===== src/rtl/rasterPkg.sv =====
package rasterPkg;

  // Horizontal-side strobes handed from control to datapath each cycle
  typedef struct packed {
    logic lineWrap;   // last column of the line: the line position advances
    logic hSync;      // inside the horizontal sync segment
    logic hVisible;   // inside the horizontal visible segment
  } hStrobe_t;

endpackage


===== src/rtl/rasterZone.sv =====
// Generic segment decoder: sync, back porch, visible, front porch in that order
module rasterZone #(
  parameter int SYNC  = 20,
  parameter int BACK  = 107,
  parameter int SHOW  = 128,
  parameter int FRONT = 45,
  parameter int CW    = 9,
  parameter int IW    = 7
) (
  input  logic [CW-1:0] pos,
  output logic          syncOn,
  output logic          showOn,
  output logic          lastPos,
  output logic [IW-1:0] idx
);
  localparam int SHOW_START = SYNC + BACK;
  localparam int SHOW_END   = SHOW_START + SHOW;
  localparam int TOTAL      = SHOW_END + FRONT;

  localparam logic [CW-1:0] SYNC_C  = CW'(SYNC);
  localparam logic [CW-1:0] START_C = CW'(SHOW_START);
  localparam logic [CW-1:0] END_C   = CW'(SHOW_END);
  localparam logic [CW-1:0] LAST_C  = CW'(TOTAL - 1);

  always_comb begin
    syncOn  = (pos < SYNC_C);
    showOn  = (pos >= START_C) && (pos < END_C);
    lastPos = (pos == LAST_C);
    idx     = IW'(pos - START_C);
  end
endmodule


===== src/rtl/rasterCtrl.sv =====
// Control: column position counter and horizontal decode
module rasterCtrl
  import rasterPkg::*;
#(
  parameter int H_SYNC  = 20,
  parameter int H_BACK  = 107,
  parameter int H_SHOW  = 128,
  parameter int H_FRONT = 45,
  parameter int HCW     = 9,
  parameter int XW      = 7
) (
  input  logic          clk,
  input  logic          rst,
  output hStrobe_t      strb,
  output logic [XW-1:0] xIdx
);
  logic [HCW-1:0] hPos;
  logic           hSyncOn;
  logic           hShowOn;
  logic           hLast;

  rasterZone #(
    .SYNC(H_SYNC), .BACK(H_BACK), .SHOW(H_SHOW), .FRONT(H_FRONT),
    .CW(HCW), .IW(XW)
  ) uZone (
    .pos(hPos), .syncOn(hSyncOn), .showOn(hShowOn),
    .lastPos(hLast), .idx(xIdx)
  );

  always_ff @(posedge clk) begin
    if (rst)        hPos <= '0;
    else if (hLast) hPos <= '0;
    else            hPos <= hPos + 1'b1;
  end

  always_comb begin
    strb.lineWrap = hLast;
    strb.hSync    = hSyncOn;
    strb.hVisible = hShowOn;
  end
endmodule


===== src/rtl/rasterPath.sv =====
// Datapath: line position counter, vertical decode and output combine
module rasterPath
  import rasterPkg::*;
#(
  parameter int V_SYNC  = 3,
  parameter int V_BACK  = 162,
  parameter int V_SHOW  = 255,
  parameter int V_FRONT = 136,
  parameter int VCW     = 10,
  parameter int XW      = 7,
  parameter int YW      = 8
) (
  input  logic          clk,
  input  logic          rst,
  input  hStrobe_t      strb,
  input  logic [XW-1:0] xIdx,
  output logic          hsyncN,
  output logic          vsyncN,
  output logic          activeOut,
  output logic [XW-1:0] xOut,
  output logic [YW-1:0] yOut
);
  logic [VCW-1:0] vPos;
  logic           vSyncOn;
  logic           vShowOn;
  logic           vLast;

  rasterZone #(
    .SYNC(V_SYNC), .BACK(V_BACK), .SHOW(V_SHOW), .FRONT(V_FRONT),
    .CW(VCW), .IW(YW)
  ) uZone (
    .pos(vPos), .syncOn(vSyncOn), .showOn(vShowOn),
    .lastPos(vLast), .idx(yOut)
  );

  always_ff @(posedge clk) begin
    if (rst) begin
      vPos <= '0;
    end else if (strb.lineWrap) begin
      if (vLast) vPos <= '0;
      else       vPos <= vPos + 1'b1;
    end
  end

  always_comb begin
    hsyncN    = ~strb.hSync;
    vsyncN    = ~vSyncOn;
    activeOut = strb.hVisible & vShowOn;
    xOut      = xIdx;
  end
endmodule


===== src/rtl/rasterSyncGen.sv =====
// Top: thin wrapper joining control and datapath
module rasterSyncGen #(
  parameter int H_SYNC  = 20,
  parameter int H_BACK  = 107,
  parameter int H_SHOW  = 128,
  parameter int H_FRONT = 45,
  parameter int V_SYNC  = 3,
  parameter int V_BACK  = 162,
  parameter int V_SHOW  = 255,
  parameter int V_FRONT = 136,
  localparam int H_TOTAL = H_SYNC + H_BACK + H_SHOW + H_FRONT,
  localparam int V_TOTAL = V_SYNC + V_BACK + V_SHOW + V_FRONT,
  localparam int XW      = $clog2(H_SHOW),
  localparam int YW      = $clog2(V_SHOW)
) (
  input  logic          clk,
  input  logic          rst,
  output logic          hsync_n,
  output logic          vsync_n,
  output logic          active,
  output logic [XW-1:0] x,
  output logic [YW-1:0] y
);
  localparam int HCW = $clog2(H_TOTAL);
  localparam int VCW = $clog2(V_TOTAL);

  rasterPkg::hStrobe_t hStrb;
  logic [XW-1:0]       xIdx;

  rasterCtrl #(
    .H_SYNC(H_SYNC), .H_BACK(H_BACK), .H_SHOW(H_SHOW), .H_FRONT(H_FRONT),
    .HCW(HCW), .XW(XW)
  ) uCtrl (
    .clk(clk), .rst(rst), .strb(hStrb), .xIdx(xIdx)
  );

  rasterPath #(
    .V_SYNC(V_SYNC), .V_BACK(V_BACK), .V_SHOW(V_SHOW), .V_FRONT(V_FRONT),
    .VCW(VCW), .XW(XW), .YW(YW)
  ) uPath (
    .clk(clk), .rst(rst), .strb(hStrb), .xIdx(xIdx),
    .hsyncN(hsync_n), .vsyncN(vsync_n), .activeOut(active),
    .xOut(x), .yOut(y)
  );
endmodule


===== config.mk =====
export PLATFORM = sky130hd
export DESIGN_NAME = rasterSyncGen
export DESIGN_NICKNAME = d
export VERILOG_FILES = /design/src/rtl/rasterPkg.sv /design/src/rtl/rasterZone.sv /design/src/rtl/rasterCtrl.sv /design/src/rtl/rasterPath.sv /design/src/rtl/rasterSyncGen.sv
export SDC_FILE = /design/constraint.sdc
export NUM_CORES = 1
export LEC_CHECK = 0
export ABC_CLOCK_PERIOD_IN_PS = 2200
export BUFFER_PORTS_ARGS = -buffer_cell sky130_fd_sc_hd__clkbuf_2
export CORE_UTILIZATION = 45
export CTS_CLUSTER_SIZE = 12
export DETAILED_ROUTE_END_ITERATION = 10
export PLACE_DENSITY = 0.68
export SLEW_MARGIN = 10
export SYNTH_ARGS = -nofsm -noshare
export SYNTH_HDL_FRONTEND = slang
export SYNTH_HIERARCHICAL = 1
export SYNTH_SLANG_ARGS = --single-unit
export TNS_END_PERCENT = 10

===== constraint.sdc =====
create_clock -name clk -period 2.2 [get_ports clk]
set_input_delay 0.44 -clock clk [delete_from_list [all_inputs] [get_ports clk]]
set_output_delay 0.44 -clock clk [all_outputs]
set_load 0.01 [all_outputs]

== Word-level counts from Yosys, hierarchy flattened ==
Cells that the tools add are included.

* $add $sub $neg: 4
* $mul: 0
* Divide/modulo/power cells: 0
* Magnitude comparators: 6
* Eq/ne operators: 2
* Shift operators: 0
* Mux-type cells: 1
* Bitwise gates (word level): 3
* Reductions and logical operators: 3

{| class="wikitable"
|+ Operator list
! cell !! count
|-
| adder 10 x 1 -> 10 bit (second input constant) || 1
|-
| equality test 10 bit (second input constant) || 1
|-
| >= comparator 10 x 8 -> 1 bit (second input constant) || 1
|-
| < comparator 10 x 2 -> 1 bit (second input constant) || 1
|-
| < comparator 10 x 9 -> 1 bit (second input constant) || 1
|-
| 2-to-1 mux 10 bit || 1
|-
| adder 9 x 1 -> 9 bit (second input constant) || 1
|-
| equality test 9 bit (second input constant) || 1
|-
| >= comparator 9 x 7 -> 1 bit (second input constant) || 1
|-
| < comparator 9 x 5 -> 1 bit (second input constant) || 1
|-
| < comparator 9 x 8 -> 1 bit (second input constant) || 1
|-
| subtractor 8 bit (second input constant) || 1
|-
| subtractor 7 bit (second input constant) || 1
|-
| logical AND 1 bit || 2
|-
| NOT 1 bit || 2
|-
| OR reduction 2 bit || 1
|-
| AND 1 bit || 1
|}

* Register bits after elaboration: 19
* Latch bits: 0
* Bits in writable memories: 0
* Memory bits (read-only): 0
* Bits of input ports: 2
* Output and inout bits: 18
* Logic and storage cells: 21
* Memories: 0

== Depth between registers and ports, before layout ==
* Depth after elaboration: 3
* Depth in mapped cells: 8
* Gate-level depth less buffers: 6

== Hierarchy ==
Netlist, hierarchy kept.

{| class="wikitable"
|+ By module, submodules not included
! module !! instances !! cells an instance !! area an instance (µm²) !! seq. area each (µm²)
|-
| rasterPath || 1 || 60 || 529.3 || 200.2
|-
| rasterCtrl || 1 || 44 || 381.6 || 180.2
|-
| rasterZone at uPath.uZone || 1 || 36 || 271.5 || 0.0
|-
| rasterZone at uCtrl.uZone || 1 || 23 || 180.2 || 0.0
|}

== Worst setup path after synthesis ==
OpenSTA, ideal clock, no wires.

* Kind: reg2reg
* Start: register uCtrl.hPos[0]
* End: register uPath.vPos[7]
* Library setup time: 0.070 ns
* Arrival time: 2.161 ns
* Data required time: 2.130 ns
* Setup slack: -0.031 ns
* Stages on the path, launching flop included: 9
* Path buffers: 2
* Period minus slack after synthesis: 2.231 ns
* Path through: dfxtp_1 ha_1 nand2_1 nor4_1 buf_4 buf_4 nand4_2 or4_1 a21oi_1

* Word-level cells in the longest chain between the ends: 1

{| class="wikitable"
|+ Ends and longest elaborated chain
! item !! RTL line !! text
|-
| from (decl) || rasterCtrl.sv:17 || <nowiki>logic [HCW-1:0] hPos;</nowiki>
|-
| from (signal assigned) || rasterCtrl.sv:33 || <nowiki>else hPos <= hPos + 1'b1;</nowiki>
|-
| equality test 9 bit || rasterZone.sv:28 || <nowiki>lastPos = (pos == LAST_C);</nowiki>
|-
| via uCtrl.hLast || rasterCtrl.sv:20 || <nowiki>logic hLast;</nowiki>
|-
| to (signal assigned) || rasterPath.sv:41 || <nowiki>else vPos <= vPos + 1'b1;</nowiki>
|-
| to (decl) || rasterPath.sv:23 || <nowiki>logic [VCW-1:0] vPos;</nowiki>
|}

The timed path passes the listed nets, and every way through them passes these cells.
A chain may end at the register's enable or synchronous reset.

== Worst setup path in the final report ==
* Start: register uPath.vPos[1]
* End: output port active

* Word-level cells in the longest chain between the ends: 3
* Elaborated cells on any way between the ends: 4
* Those cells by class: order compare (2); bitwise (1); reduce/logical (1)

{| class="wikitable"
|+ Ends and longest elaborated chain
! item !! RTL line !! text
|-
| >= comparator 10 x 8 -> 1 bit / < comparator 10 x 9 -> 1 bit (equally long branches) || rasterZone.sv:27 || <nowiki>showOn = (pos >= START_C) && (pos < END_C);</nowiki>
|-
| logical AND 1 bit * || rasterZone.sv:27 ||
|-
| via uPath.vShowOn || rasterPath.sv:25 || <nowiki>logic vShowOn;</nowiki>
|-
| AND 1 bit * || rasterPath.sv:48 || <nowiki>activeOut = strb.hVisible & vShowOn;</nowiki>
|-
| to (decl) || rasterSyncGen.sv:20 || <nowiki>output logic active,</nowiki>
|}

Mark *: on every way through the listed nets, which the timed path passes. The rest lies on a longest branch.

==> out/summary.md <==
The design internal power came out at 0.438 mW. Clock tree synthesis found a total of 19 sinks. Port buffer count: 19. The mean cell area of the mapped netlist was 8.36 sq um; the sequential element share of the synthesized area was 27.9%. For the cell leakage power, the log shows 0.633 nW. The detailed-route vias per instance is 5.62, and the warning count from the yosys run is 6. The wire length of the first global-routing pass is 5.06 mm. The tools report the required arrival time at the worst endpoint as 1.76 ns.

After routing, the total negative slack on setup checks comes to 0 ns. The die height came out at 57.0 um. The kind of path behind the tightest hold check was input port to register. The arrival time of the worst setup path was 1.65 ns; the number of buffers and inverters on the critical path was 2.

Traced cell by cell, the critical path runs through inv_1 -> ha_1 -> nand2b_1 -> a31oi_1 -> a211oi_2 -> and2_1 -> clkbuf_2. The run gives 0 as the final number of hold-violating endpoints. Setup violations remaining at the end of the flow were counted as 0. Measured against its own limit, the worst slew margin works out to 71.5%.

The average detailed-routed wire length per instance came out at 13.7 um. The number of flip-flops and latches in the synthesized netlist is 19, and the last weighted congestion value of the routability-driven placer is 0.849. In this design, the stage delay of the slowest critical-path cell is 0.40 ns. The power density relative to cell area was 379 nW/um^2; the total standard cell area after synthesis was 1360 sq um. Setup repair after global routing left no endpoint under its margin.

The run gives 48.6% as the starting utilization of the core area. Share of the cycle needed by the critical path after routing: 95.1%. For the part of the power in combinational logic, the log shows 9.3%. Summed over all layers, the routed wires come to 2.92 mm.

The number of nets in the synthesized netlist is 171. TritonCTS built the clock tree. The number of max-slew violations in the final report was 0. The clock network burns 30.5% of the power. The full die area was 3250 sq um; the maximum vdd ir drop was 0.261 mV. The number of H-tree levels is 1, and the buffer levels on the longest clock path is 2.

The startpoint of the worst register-to-register path is uCtrl/hPos[4]. The worst path needs 2.09 ns of the cycle, external delays included. The analysis attributes to net switching a power of 0.145 mW. The run gives 0.00546 ns as the worst-case clock skew. For this run the aggregate overflow at the end of global routing stands at 0.

Entering global routing, the biggest net connects 15 pins. The die is 57.0 um wide. 0 antenna diodes ended up in the layout. Once detail routing completed, the nets flagged for antenna violations numbered 0. The insertion delay to the later sink of the worst-skew pair is 0.30 ns, and the row count is 19. Relative to the synthesized area, the layout overhead comes to 12.9%. The worst setup path is launched from a register. Along the worst path, the maximum fanout reaches 7. For the initial antenna violation count, the log shows 0.

The number of buffers created by CTS was 3; the final layout net count was 191. The flow ran to the end, and the final reports show no timing, DRC or antenna violations. Count of mapped cells out of synthesis: 163.

The via count of the first global-routing pass was 1146; the first-iteration detailed-routing DRC count was 51. The number of vias in the routed layout is 1196, and the overall routing resource usage is 19.7%. The wire-length estimate of the detail-placed layout is 2.17 mm. In this run the most critical hold path is launched from rst. Among cell families on the critical path, the largest total delay comes from flip-flops.

The clock transition at the register clock pins on the worst setup and hold paths after CTS was 0.11 ns; the fmax was 478 MHz. In this run the count of I/O pins placed on the die edge is 20. The core box area was 2810 sq um; the measured slew at the worst slew-check pin was 0.427 ns. Across the run, the number of max-cap violations was 0.

Of the total power, registers draw 60.2%. In this run the clock root is driven by a sky130_fd_sc_hd__clkbuf_4. On the critical path, the stage with the largest delay is an instance of sky130_fd_sc_hd__dfxtp_4. The share of post-route cells with drive strength above 1 is 30.8%, and the first-pass iteration count of the detailed router is 4.

The critical path starts at uPath/vPos[1]. The critical setup path kind was register to primary output. STA classifies the critical path endpoint as a primary output. After synthesis, the netlist uses 42 different library cells. Net switching is 24.9% of the power.

Power comes to 0.583 mW. In the layout the commonest cells are sky130_fd_sc_hd__clkbuf_2 (19), sky130_fd_sc_hd__dfxtp_1 (13), sky130_fd_sc_hd__nor2_1 (12). Most frequent standard cell in the layout excluding fill and tap cells: sky130_fd_sc_hd__clkbuf_2. For the DRC violation count after routing, the log shows 0.
state kept, by name, indices dropped and copies added, names as in the netlist:
register    cells
uPath/vPos     10
uCtrl/hPos      9
final cells by class:
cell class | instances | area [sq um]
timing repair buffer | 27 | 155
inverter | 8 | 30.0
multi-input combinational | 124 | 893
sequential | 19 | 393
fill | 278 | 1270
tap | 31 | 38.8
clock buffer | 3 | 22.5
clock inverter | 1 | 5.00
what timing repair did:
item / CTS / global route
pin swaps: 0 / 2
setup buffers: 0 / 1
endpoints found under the setup margin: 2 / 2
hold buffers: 0 / 0
cloned: 0 / 0
resized for setup: 2 / 11
cell usage after synthesis, drive strengths merged:
cell | n | area (sq um)
or4 | 2 | 15.0
nand4bb | 1 | 11.3
a41oi | 1 | 16.3
inv | 8 | 30.0
and2b | 1 | 8.76
or3 | 5 | 32.5
or2 | 2 | 12.5
and3 | 6 | 43.8
nand4 | 6 | 43.8
and2 | 5 | 31.3
a21o | 2 | 15.0
o21ai | 11 | 55.1
nand3 | 10 | 50.1
a31oi | 1 | 6.26
xor2 | 7 | 61.3
nor2 | 13 | 48.8
and4b | 1 | 11.3
nand2 | 6 | 22.5
o211ai | 1 | 7.51
mux2i | 3 | 30.0
ha | 6 | 75.1
nand2b | 4 | 32.5
buf | 11 | 82.6
o21a | 2 | 22.5
a221oi | 1 | 15.0
and4 | 1 | 10.0
a21oi | 9 | 45.0
nor3 | 1 | 5.00
dfxtp | 19 | 380
xnor2 | 9 | 78.8
o31ai | 2 | 15.0
a211oi | 2 | 25.0
clkbuf | 1 | 3.75
nor4 | 3 | 18.8
cell families (layout without fill, tap and decap cells):
logic type,after synthesis,in the layout,share of synthesized area [%]
AND/OR/NAND/NOR,67,67,29.2
XOR/XNOR,16,16,10.3
flip-flops,19,19,27.9
adder cells (fa/ha/maj),6,6,5.51
AO/OA/AOI/OAI,32,32,16.3
buffers and inverters,20,39,8.54
multiplexers,3,3,2.20
layer usage:
layer	global-route usage, %	up-vias	share of wire, %
met1	22.0	556	43
met5	0	-	0
met3	2.27	2	2.8
li1	-	616	-
met4	6.97	0	0.65
met2	38.0	22	54
worst reg2reg max path: cells and delay by family (launching register included):
kind             cells  cell delay [ns]
AND/OR/NAND/NOR      4             1.23
flip-flops           1             0.40
AO/OA/AOI/OAI        1             0.14
power groups by stage:
stage	Sequential [mW]	Clock [mW]	Combinational, mW
2_1_floorplan	0.365	0	0.0329
3_3_place_gp	0.359	0	0.0513
3_5_place_dp	0.359	0	0.0528
4_1_cts	0.351	0.188	0.0531
5_1_grt	0.352	0.197	0.0623
6_report	0.351	0.178	0.0545
path summary, 6_finish.rpt:
check	to	slack, ns	depth (start not counted)
worst min-delay path	uCtrl/hPos[1]	0.46	3
worst min register to register	uCtrl/hPos[8]	0.53	2
worst max register to register	uPath/vPos[7]	0.37	5
worst max-delay path	active	0.11	7
metrics by stage:
step                instances  util, %  hold slack (ns)  instance area (sq um)  worst slack [ns]
floorplan                 163        -            0.484                   1370            0.0323
CTS                       212     53.4            0.453                   1500            0.0215
global placement          208     52.4            0.514                   1470             0.326
global route              213     54.8            0.452                   1540            0.0120
finish                    213     54.8            0.459                   1540             0.108
detailed placement        208     52.4            0.529                   1470             0.262
No activity file was read; power rests on OpenSTA's default activity.
